[config.mk]
export PLATFORM = sky130hd
export DESIGN_NAME = sctl_cmd_interp
export DESIGN_NICKNAME = d
export VERILOG_FILES = /design/src/rtl/sctl_pkg.sv /design/src/rtl/sctl_decode.sv /design/src/rtl/sctl_ptr_regs.sv /design/src/rtl/sctl_rd_queue.sv /design/src/rtl/sctl_cmd_interp.sv
export SDC_FILE = /design/constraint.sdc
export NUM_CORES = 1
export LEC_CHECK = 0
export BUFFER_PORTS_ARGS = -buffer_cell sky130_fd_sc_hd__buf_2
export CAP_MARGIN = 25
export CORE_ASPECT_RATIO = 1.25
export CORE_MARGIN = 1
export CORE_UTILIZATION = 44
export CTS_CLUSTER_SIZE = 8
export DETAILED_ROUTE_END_ITERATION = 8
export PLACE_DENSITY = 0.75
export SKIP_LAST_GASP = 1
export SYNTH_ARGS = -nofsm -noshare
export SYNTH_HDL_FRONTEND = slang
export SYNTH_HIERARCHICAL = 1
export SYNTH_SLANG_ARGS = --single-unit
[constraint.sdc]
create_clock -name clk -period 1.6 [get_ports clk]
set_input_delay 0.16 -clock clk [delete_from_list [all_inputs] [get_ports clk]]
set_output_delay 0.16 -clock clk [all_outputs]
set_load 0.02 [all_outputs]
[src/rtl/sctl_pkg.sv]
package sctl_pkg;
  localparam int unsigned CMD_W   = 16;
  localparam int unsigned BYTE_W  = CMD_W / 2;
  localparam int unsigned ADDR_W  = 2 * BYTE_W;
  localparam int unsigned SEL_W   = 4;
  localparam int unsigned Q_DEPTH = 2;

  localparam logic [SEL_W-1:0] SEL_PTR_HI = 4'h7;
  localparam logic [SEL_W-1:0] SEL_PTR_LO = 4'h6;
  localparam logic [3:0]       WR_GROUP   = 4'h4;

  typedef enum logic [1:0] {
    OP_NONE  = 2'd0,
    OP_WRITE = 2'd1,
    OP_READ  = 2'd2
  } op_kind_e;

  function automatic op_kind_e classify(input logic [BYTE_W-1:0] code);
    if (code[BYTE_W-1])                   return OP_READ;
    if (code[BYTE_W-2:SEL_W] == 3'(WR_GROUP)) return OP_WRITE;
    return OP_NONE;
  endfunction
endpackage

[src/rtl/sctl_decode.sv]
module sctl_decode
  import sctl_pkg::*;
(
  input  logic              valid,
  input  logic [CMD_W-1:0]  word,
  output logic              is_wr,
  output logic              is_rd,
  output logic [SEL_W-1:0]  sel,
  output logic [BYTE_W-1:0] operand
);
  op_kind_e kind;

  always_comb begin
    kind    = classify(word[CMD_W-1:BYTE_W]);
    is_wr   = valid && (kind == OP_WRITE);
    is_rd   = valid && (kind == OP_READ);
    sel     = word[BYTE_W+SEL_W-1:BYTE_W];
    operand = word[BYTE_W-1:0];
  end

  always_comb begin
    assert_exclusive_R1: assert (!(is_wr && is_rd));
  end
endmodule

[src/rtl/sctl_ptr_regs.sv]
module sctl_ptr_regs
  import sctl_pkg::*;
(
  input  logic              clk,
  input  logic              rst_n,
  input  logic              is_wr,
  input  logic [SEL_W-1:0]  sel,
  input  logic [BYTE_W-1:0] operand,
  output logic [BYTE_W-1:0] hi_q,
  output logic [BYTE_W-1:0] lo_q,
  output logic              wr_en_q,
  output logic [SEL_W-1:0]  wr_sel_q,
  output logic [BYTE_W-1:0] wr_data_q
);
  always_ff @(posedge clk or negedge rst_n) begin
    if (!rst_n) begin
      hi_q      <= '0;
      lo_q      <= '0;
      wr_en_q   <= 1'b0;
      wr_sel_q  <= '0;
      wr_data_q <= '0;
    end else begin
      wr_en_q <= is_wr;
      if (is_wr) begin
        wr_sel_q  <= sel;
        wr_data_q <= operand;
        if (sel == SEL_PTR_HI) hi_q <= operand;
        if (sel == SEL_PTR_LO) lo_q <= operand;
      end
    end
  end

  assert_hi_load_R2: assert property (@(posedge clk) disable iff (!rst_n)
    (is_wr && sel == SEL_PTR_HI) |=> (hi_q == $past(operand)));
  assert_lo_load_R3: assert property (@(posedge clk) disable iff (!rst_n)
    (is_wr && sel == SEL_PTR_LO) |=> (lo_q == $past(operand)));
  assert_ptr_hold_R10: assert property (@(posedge clk) disable iff (!rst_n)
    !is_wr |=> ($stable(hi_q) && $stable(lo_q)));
endmodule

[src/rtl/sctl_rd_queue.sv]
module sctl_rd_queue
  import sctl_pkg::*;
(
  input  logic              clk,
  input  logic              rst_n,
  input  logic              is_rd,
  input  logic              boundary,
  input  logic [BYTE_W-1:0] rd_byte,
  output logic              room,
  output logic [CMD_W-1:0]  append_q
);
  localparam int unsigned CNT_W = $clog2(Q_DEPTH + 1);

  logic [CNT_W-1:0]  count_q;
  logic [BYTE_W-1:0] slot_q [Q_DEPTH];
  logic              push;
  logic [CMD_W-1:0]  packed_w;

  assign room = boundary || (count_q < CNT_W'(Q_DEPTH));
  assign push = is_rd && room;

  always_comb begin
    packed_w = '0;
    for (int i = 0; i < Q_DEPTH; i++) begin
      if (count_q > CNT_W'(i))
        packed_w[CMD_W-1-i*BYTE_W -: BYTE_W] = slot_q[i];
    end
  end

  always_ff @(posedge clk or negedge rst_n) begin
    if (!rst_n) begin
      count_q  <= '0;
      append_q <= '0;
      for (int i = 0; i < Q_DEPTH; i++) slot_q[i] <= '0;
    end else if (boundary) begin
      append_q <= packed_w;
      count_q  <= push ? CNT_W'(1) : '0;
      if (push) slot_q[0] <= rd_byte;
    end else if (push) begin
      for (int i = 0; i < Q_DEPTH; i++)
        if (count_q == CNT_W'(i)) slot_q[i] <= rd_byte;
      count_q <= count_q + CNT_W'(1);
    end
  end

  assert_depth_R9: assert property (@(posedge clk) disable iff (!rst_n)
    count_q <= CNT_W'(Q_DEPTH));
  assert_clear_R8: assert property (@(posedge clk) disable iff (!rst_n)
    (boundary && !is_rd) |=> (count_q == '0));
  assert_new_frame_R12: assert property (@(posedge clk) disable iff (!rst_n)
    (boundary && is_rd) |=> (count_q == CNT_W'(1)));
endmodule

[src/rtl/sctl_cmd_interp.sv]
module sctl_cmd_interp
  import sctl_pkg::*;
(
  input  logic              clk,
  input  logic              rst_n,
  input  logic              cmd_valid,
  output logic              cmd_ready,
  input  logic [CMD_W-1:0]  cmd_word,
  input  logic              frame_strobe,
  output logic [BYTE_W-1:0] ptr_hi,
  output logic [BYTE_W-1:0] ptr_lo,
  output logic [ADDR_W-1:0] reg_addr,
  output logic              wr_en,
  output logic [SEL_W-1:0]  wr_sel,
  output logic [BYTE_W-1:0] wr_data,
  output logic              rd_req,
  output logic [ADDR_W-1:0] rd_addr,
  input  logic [BYTE_W-1:0] rd_data,
  output logic [CMD_W-1:0]  append_word
);
  logic              dec_wr, dec_rd, q_room;
  logic [SEL_W-1:0]  dec_sel;
  logic [BYTE_W-1:0] dec_operand;

  assign cmd_ready = 1'b1;

  sctl_decode u_dec (
    .valid   (cmd_valid && cmd_ready),
    .word    (cmd_word),
    .is_wr   (dec_wr),
    .is_rd   (dec_rd),
    .sel     (dec_sel),
    .operand (dec_operand)
  );

  sctl_ptr_regs u_ptr (
    .clk       (clk),
    .rst_n     (rst_n),
    .is_wr     (dec_wr),
    .sel       (dec_sel),
    .operand   (dec_operand),
    .hi_q      (ptr_hi),
    .lo_q      (ptr_lo),
    .wr_en_q   (wr_en),
    .wr_sel_q  (wr_sel),
    .wr_data_q (wr_data)
  );

  sctl_rd_queue u_rq (
    .clk      (clk),
    .rst_n    (rst_n),
    .is_rd    (dec_rd),
    .boundary (frame_strobe),
    .rd_byte  (rd_data),
    .room     (q_room),
    .append_q (append_word)
  );

  assign reg_addr = {ptr_hi, ptr_lo};
  assign rd_addr  = reg_addr;
  assign rd_req   = dec_rd && q_room;

  assert_wr_strobe_R5: assert property (@(posedge clk) disable iff (!rst_n)
    (cmd_valid && cmd_word[15:12] == WR_GROUP)
      |=> (wr_en && wr_sel == $past(cmd_word[11:8]) && wr_data == $past(cmd_word[7:0])));
  assert_no_spurious_wr_R10: assert property (@(posedge clk) disable iff (!rst_n)
    !(cmd_valid && cmd_word[15:12] == WR_GROUP) |=> !wr_en);
  assert_rd_source_R6: assert property (@(posedge clk) disable iff (!rst_n)
    rd_req |-> (cmd_valid && cmd_word[15]));
endmodule

## Yosys cells after proc, flatten, opt, wreduce, memory -nomap -nowiden

Index checks and enable logic that the tools add are counted.

- Flip-flop bits (word level): 63
- Input port bits: 28
- Logic and storage cells: 48
- Output and inout port bits: 79

- Equal/unequal tests: 6
- Multiplexer cells: 17
- Reduce and logical (&&, ||, !) cells: 11
- Bitwise gates (word level): 1
- $lt $le $gt $ge: 3
- $add $sub $neg: 1

Operator list:

| kind | count |
|---|---|
| 2-to-1 mux 8 bit | 6 |
| 2-to-1 mux 16 bit | 1 |
| 2-to-1 mux 2 bit | 6 |
| == test 4 x 3 -> 1 bit (second input constant) | 2 |
| AND reduction 2 bit | 3 |
| == test 2 x 1 -> 1 bit (second input constant) | 2 |
| > comparator 2 x 1 -> 1 bit (second input constant) | 2 |
| 2-to-1 mux 1 bit | 4 |
| nonzero test 2 bit | 2 |
| == test 3 bit (second input constant) | 1 |
| logical AND 1 bit | 3 |
| AND reduction 3 bit | 1 |
| adder 2 x 1 -> 2 bit (second input constant) | 1 |
| == test 2 bit (second input constant) | 1 |
| logical NOT 2 bit | 1 |
| < comparator 2 bit (second input constant) | 1 |
| logical OR 1 bit | 1 |
| NOT 1 bit | 1 |

## Logic depth before layout (Yosys ltp)

Gate-level depths: netlist (run 1).

- Word-level depth: 10
- Gate-level depth with buffers: 5
- Mapped depth without buffers: 5

## By module

The synthesis (run 1) kept the hierarchy.

By module, submodules not included:

| module | cells each | sequential area each (um2) | instances | area an instance (um2) |
|---|---|---|---|---|
| sctl_rd_queue | 120 | 850.8 | 1 | 1,398.8 |
| sctl_ptr_regs | 62 | 725.7 | 1 | 1,123.6 |
| sctl_cmd_interp | 35 | 0.0 | 1 | 257.7 |
| sctl_decode | 15 | 0.0 | 1 | 110.1 |

## Worst setup path after synthesis (run 1)

OpenSTA, ideal clock, no wires.

- Path type: reg-to-reg
- Start point: reg u_rq.count_q[1]
- End point: reg u_rq/slot_q[10] (netlist name)
- Cell stages (with the launch flop): 6
- Arrival: 1.486 ns
- Required time: 1.475 ns
- Clock period less this slack: 1.611 ns
- Path slack: -0.011 ns
- Path buffers: 0
- Library setup time: 0.125 ns
- Path through: dfrtp_1 > inv_1 > ha_1 > nor2b_2 > o21ai_4 > mux2_2

- Longest elaborated chain between the ends: 4
- Elaborated cells on any way between the ends: 6
- Those cells by class: order compare (1); reduce/logical (5)

Ends and longest elaborated chain:

| what | line | text |
|---|---|---|
| start: declaration | sctl_rd_queue.sv:14 | `logic [CNT_W-1:0] count_q;` |
| start signal: assignment | sctl_rd_queue.sv:37 | `count_q <= push ? CNT_W'(1) : '0;` |
| start signal: assignment | sctl_rd_queue.sv:42 | `count_q <= count_q + CNT_W'(1);` |
| < comparator 2 bit | sctl_rd_queue.sv:19 | `assign room = boundary \|\| (count_q < CNT_W'(Q_DEPTH));` |
| logical OR 1 bit | sctl_rd_queue.sv:19 |  |
| logical AND 1 bit | sctl_rd_queue.sv:20 | `assign push = is_rd && room;` |
| AND reduction 2 bit (no line) (*) | n/a |  |
| end signal: indexed assignment | sctl_rd_queue.sv:41 | `if (count_q == CNT_W'(i)) slot_q[i] <= rd_byte;` |
| end: declaration | sctl_rd_queue.sv:15 | `logic [BYTE_W-1:0] slot_q [Q_DEPTH];` |

Mark *: on every way between the ends. The rest lies on a longest branch, timed or not.
A chain may end at the register's enable or synchronous reset.

## Final worst setup path (run 1)

- Start point: reg u_rq.count_q[0]
- End point: reg u_rq/slot_q[13] (netlist name)

Same word-level chain as after synthesis.

==> reports/results.md, run 1 <==
- **Yosys reg bits** 63
- **worst clock skew** 0.00794 ns
- **detailed route wirelength on metal2** 2650 um
- **most frequently used cell type in the post-synthesis netlist** dfrtp_1
- **Avg Cell Area, Syn** 12.5 sq um
- **Distinct cells, synth** 30
- **aggregate global-route resource usage** 16.4%
- **biggest area consumer among synthesized cells** dfrtp_1
- **final period utilization** 97.2%
- **CP Capture Type** register
- **clock network latency to the later pin of the worst-skew pair** 0.33 ns
- **share of Yosys cell area claimed by the top area cell type** 54.5%
- **number of pins exceeding their max-slew limit in the final report** 0
- **total clock sinks** 63
- **required time of the worst setup path** 1.82 ns
- **Vert. Die Dim** 92.6 um
- **DR vias** 1871
- **main flop type after synthesis** dfrtp_1
- **category of the worst setup path launch point** register
- **router iterations before antenna repair** 4
- **cts repair resizes** 0
- **full die area** 6900 sq um
- **post-route setup TNS** 0 ns
- **routability congestion estimate** 0.671
- **count of mapped cells out of synthesis** 232
- **startpoint of the worst hold path** rd_data[0]
- **number of antenna diodes** 0
- **top routing layer in use** met4
- **number of input and output port buffers inserted** 105
- **routed wirelength normalized by instance count** 13.2 um
- **number of antenna violations at the first check in global routing** 0
- **status** finished clean
- **CP max FO** 8
- **initial standard-cell utilization of the core** 46.3%
- **syn nets** 262
- **total count of hold-check failures in the final report** 0
- **number of nets in the layout** 337
- **clock transition at the registers of the reported paths** 0.07 ns
- **area growth from synthesis to layout** 21.1%
- **area of all placed cells without fillers** 3500 sq um
- **R2R Path Start** u_rq/count_q[0]
- **clk root buf** clkbuf_8
- **total power divided by cell area** 1240 nW/um^2
- **Critical Path Start** u_rq/count_q[0]
- **number of top-level design ports** 107
- **Setup violations, final** 0
- **overall overflow remaining after global route** 0
- **worst vdd rail ir drop** 0.716 mV
- **post-route antenna net violation count** 0
- **sequential-to-total area share from yosys stat** 54.5%
- **ys async rst share** 100%
- **met1 WL** 2120 um
- **Detailed Route Iter0 Violations** 75
- **H-tree depth reported by CTS** 3
- **count of flip-flops with a built-in enable after synthesis** 0
- **remaining design rule violation count** 0
- **DRT Wirelength** 5260 um
- **unrepaired setup endpoints after global routing** yes
- **maximum clock frequency** 643 MHz
- **leakage power figure** 1.86 nW
- **wire length of the first global-routing pass** 8440 um
- **DP Area** 3250 sq um
- **arrival time reported for the critical path endpoint** 1.77 ns
- **Longest Clk Path Bufs** 2
- **via count of the first global-routing pass** 1779
- **Filler Cells Inserted** 549
- **Core Area** 6250 sq um
- **clock tree from TritonCTS** built
- **via-per-instance ratio** 4.71
- **detailed-placement wirelength estimate** 3840 um
- **count of standard-cell rows** 32
- **clock buffer count from CTS** 9
- **number of warnings issued by yosys** 6
- **netlist area before placement** 2890 sq um
- **commonest cells in the netlist** dfrtp_1, buf_4, mux2_2
- **minimum clock period after layout** 1.56 ns
- **Synth area leaders** dfrtp_1, mux2_2, buf_4, mux2_4, inv_1
- **routed length on met3** 441 um
- **largest net degree at the start of global routing** 64
- **Die Span X** 74.5 um
- **number of maximum-capacitance violations** 0
- **ratio of cells with drive above 1 in the final layout** 58.7%
- **min-delay worst type** in2reg
- **Setup CP Type** reg2reg
## stage by stage
stage                     power [mW]  worst slack (ns)  hold WS [ns]  utilization, %  std cells
after global placement          2.80            0.0842         0.192            52.1        379
after global routing            4.57           -0.0244        0.0640            56.0        397
after CTS                       4.40           0.00245        0.0625            56.0        397
after floorplan                 2.58            0.0625        -0.136               -        232
final                           4.35            0.0442        0.0811            56.0        397
after detailed placement        2.83            0.0201         0.196            52.1        379
## layout make-up
type                    count  area (sq um)  area share (%)
multi-input cells          99           870            24.8
clock inverters             5          80.1            2.29
clock buffers              11           151            4.32
flip-flops and latches     63          1580            45.1
repair buffers            116           648            18.5
well taps                  85           106            3.04
inverters                  18          67.6            1.93
## metal layers
| metal | vias to the layer above | GRT usage (%) |
|---|---|---|
| met1 | 894 | 18.9 |
| li1 | 870 | - |
| met5 | - | 0 |
| met2 | 99 | 27.6 |
| met3 | 8 | 4.68 |
| met4 | 0 | 7.08 |
## critical path: stages, from the launching register on
cell     delay, ns
dfrtp_1       0.34
inv_1         0.06
ha_1          0.21
nor2b_2       0.18
o21ai_4       0.27
mux2_2        0.38
## repair_timing
action | in CTS | in global routing
cloned | 0 | 0
pin swaps | 1 | 1
hold buffers | 1 | 0
endpoints found under the hold margin | 63 | 0
endpoints found under the setup margin | 6 | 8
setup buffers | 1 | 0
## report_power, final
part	leakage, nW	internal (mW)	switching [mW]
logic	0.934	0.368	0.469
clock network	0.112	0.959	0.588
registers	0.816	1.84	0.126
## cell usage in the layout (no fill, tap or decap)
cell type / n
and2_1: 2
o31ai_1: 1
clkbuf_8: 11
buf_2: 105
nand2_1: 16
nor3_4: 1
nand2_2: 1
o22ai_1: 9
a21oi_1: 1
o21ai_4: 1
dfrtp_1: 62
buf_4: 7
nand2b_1: 1
and4b_1: 2
o21ai_0: 8
dfrtp_2: 1
nor2_1: 3
and2b_2: 1
buf_12: 3
mux2_2: 36
nor2b_1: 1
bufinv_16: 2
conb_1: 1
mux2_4: 8
or2b_1: 1
nor2b_2: 1
ha_1: 2
clkinvlp_4: 2
nand4_2: 1
dlygate4sd3_1: 1
clkinv_2: 1
inv_1: 18
nor2b_4: 1
## cell families after synthesis
logic type	synth area share [%]
compound gates	4.33
buf+inv	15.4
simple gates	6.58
other cells	0.130
mux	18.2
flops	54.5
fa+ha+maj	0.866
## flip-flops by register name (all words and copies together), names as in the netlist
signal / flops
u_ptr/wr_data_q: 8
u_ptr/wr_sel_q: 4
u_ptr/hi_q: 8
u_rq/append_q: 16
u_rq/slot_q: 16
u_ptr/wr_en_q: 1
u_ptr/lo_q: 8
u_rq/count_q: 2
## final timing paths
kind,to,slack (ns),cells after the start
worst max-delay path,u_rq/slot_q[13],0.04,5
max in group asynchronous,u_rq/count_q[1],0.95,3
min in group asynchronous,u_ptr/wr_data_q[0],0.37,3
worst min register to register,u_rq/append_q[9],0.49,2
worst max register to register,u_rq/slot_q[13],0.04,5
worst min-delay path,u_rq/slot_q[8],0.08,2
(Power assumes the default switching activity.)
==> run 2: changes to the inputs <==
CORE_UTILIZATION = 53   (was 44)
PLACE_DENSITY = 0.85   (was 0.75)
clock period = 1.8 ns   (was 1.6 ns; I/O delays follow)
==> run 2 against run 1 <==
Net effect:
- clock power shrank 29%
- first-iteration DRC count down 11%
- via count down 4.0%
- design area fell by 3.8%
- register-to-register slack gained 0.18 ns
- worst setup slack improved by 0.18 ns
- total power is 18% lower
- clock-buffer cell count grew 1
- wire length is 4.2% lower
- non-clock buffer count shrank 4
- largest power group unchanged
- highest routed layer unchanged
==> reports/results.md, run 2 (synthesized netlist as in run 1, its figures left out) <==
- **routed wirelength normalized by instance count** 13.6 um, +2.8%
- **total count of hold-check failures in the final report** 0, unchanged
- **final period utilization** 87.7%, -9.6 points
- **number of pins exceeding their max-slew limit in the final report** 0, unchanged
- **number of antenna violations at the first check in global routing** 0, unchanged
- **router iterations before antenna repair** 4, unchanged
- **largest net degree at the start of global routing** 40, -38%
- **Die Span X** 68.1 um, -8.6%
- **count of standard-cell rows** 29, -9.4%
- **aggregate global-route resource usage** 19.2%, +2.9 points
- **arrival time reported for the critical path endpoint** 1.79 ns, +0.02 ns
- **clock tree from TritonCTS** built
- **initial standard-cell utilization of the core** 56.1%, +9.8 points
- **worst clock skew** 0.00639 ns, -0.00155 ns
- **required time of the worst setup path** 2.01 ns, +0.19 ns
- **routability congestion estimate** 0.720, +7.3%
- **maximum clock frequency** 634 MHz, -1.4%
- **clk root buf** clkbuf_8
- **CP max FO** 8, unchanged
- **total clock sinks** 63, unchanged
- **total power divided by cell area** 1060 nW/um^2, -15%
- **DR vias** 1797, -4.0%
- **number of nets in the layout** 333, -1.2%
- **sequential cell area in the final layout** 1580 sq um, about the same
- **detailed route wirelength on metal2** 2530 um, -4.3%
- **via count of the first global-routing pass** 1740, -2.2%
- **category of the worst setup path launch point** register
- **commonest non-fill, non-tap cells in the layout** buf_2, dfrtp_1, mux2_2, inv_1, nand2_1
- **wire length of the first global-routing pass** 8080 um, -4.3%
- **status** finished clean
- **overall overflow remaining after global route** 0, unchanged
- **DP Area** 3170 sq um, -2.4%
- **number of antenna diodes** 0, unchanged
- **area growth from synthesis to layout** 16.6%
- **Detailed Route Iter0 Violations** 67, -11%
- **routed length on met3** 312 um, -29%
- **Setup CP Type** reg2reg
- **Filler Cells Inserted** 399, -27%
- **unrepaired setup endpoints after global routing** no
- **worst vdd rail ir drop** 0.697 mV, -2.7%
- **CP Capture Type** register
- **via-per-instance ratio** 4.86, +3.1%
- **DRT Wirelength** 5030 um, -4.2%
- **minimum clock period after layout** 1.58 ns, +0.0223 ns
- **area of all placed cells without fillers** 3370 sq um, -3.8%
- **remaining design rule violation count** 0, unchanged
- **Longest Clk Path Bufs** 2, unchanged
- **clock network latency to the later pin of the worst-skew pair** 0.33 ns, about the same
- **number of maximum-capacitance violations** 0, unchanged
- **worst hold margin** 0.103 ns, +0.0219 ns
- **Worst Max-Slew Pin Slew** 0.551 ns
- **clock transition at the registers of the reported paths** 0.07 ns, about the same
- **clock buffer count from CTS** 9, unchanged
- **top routing layer in use** met4
- **number of top-level design ports** 107, unchanged
- **post-route setup TNS** 0 ns, unchanged
- **biggest registers after layout** u_rq/append_q: 16 flops, u_rq/slot_q: 16 flops
- **Vert. Die Dim** 84.6 um, -8.7%
- **min-delay worst type** in2reg
- **most frequent standard cell in the layout excluding fill and tap cells** buf_2
- **Core Area** 5150 sq um, -18%
- **post-route antenna net violation count** 0, unchanged
- **total area of multi-input combinational cells** 870 sq um, unchanged
- **ratio of cells with drive above 1 in the final layout** 57.5%, -1.2 points
- **detailed-placement wirelength estimate** 3760 um, -2.1%
- **Setup violations, final** 0, unchanged
- **full die area** 5750 sq um, -17%
- **relative slew slack** 63.3%
- **H-tree depth reported by CTS** 3, unchanged
- **number of input and output port buffers inserted** 105, unchanged
- **leakage power figure** 1.81 nW, -2.9%
- **met1 WL** 2100 um, -1.1%
[run 2: report_power, final]
group / total [mW] / switching, mW / internal, mW / leakage, nW
clock network: 1.10 / 0.521 / 0.574 / 0.0809
registers: 1.74 / 0.111 / 1.63 / 0.818
logic: 0.728 / 0.413 / 0.315 / 0.909
total: 3.57 / 1.05 / 2.52 / 1.81
[run 2: path summary, 6_finish.rpt]
path                            startpoint               end  slack [ns]  cells past startpoint
setup reg to reg           u_rq/count_q[0]   u_rq/slot_q[12]        0.22                      5
hold / removal                 cmd_word[2]     u_ptr/lo_q[2]        0.10                      2
max in group asynchronous            rst_n  u_rq/append_q[2]        0.85                      3
setup / recovery           u_rq/count_q[0]   u_rq/slot_q[12]        0.22                      5
min in group asynchronous            rst_n     u_ptr/hi_q[4]        0.37                      2
hold reg to reg             u_rq/slot_q[9]  u_rq/append_q[9]        0.47                      2
[run 2: layout make-up]
class                   instances  area share, %
clock inverters                 4          0.891
multi-input cells              99           25.8
inverters                      18           2.01
repair buffers                112           17.6
flip-flops and latches         63           46.8
clock buffers                  12           4.60
well taps                      62           2.30
[run 2: metal layers]
layer  GRT usage [%]  vias up
met4            9.09        0
li1                -      861
met5               0        -
met3            4.21       10
met2            31.6       82
met1            23.2      844
[run 2: timing repair]
action                                 4_1_cts  5_1_grt
hold buffers                                 1        0
gates resized for setup                      0        0
setup buffers                                0        0
endpoints found under the hold margin       24        0
[run 2: metrics by stage]
stage               setup WS (ns)  util [%]  std cells  total power, mW
floorplan                   0.189         -        232             2.29
global placement            0.275      61.6        353             2.47
detailed placement          0.228      61.6        353             2.51
CTS                         0.221      65.4        370             3.62
global route                0.164      65.4        370             3.77
finish                      0.222      65.4        370             3.57
[run 2: critical path: stages (launching register included)]
cell and delay, ns:
dfrtp_1 0.36, inv_1 0.07, ha_1 0.22, nor2b_2 0.17, o21ai_4 0.27, mux2_2 0.38
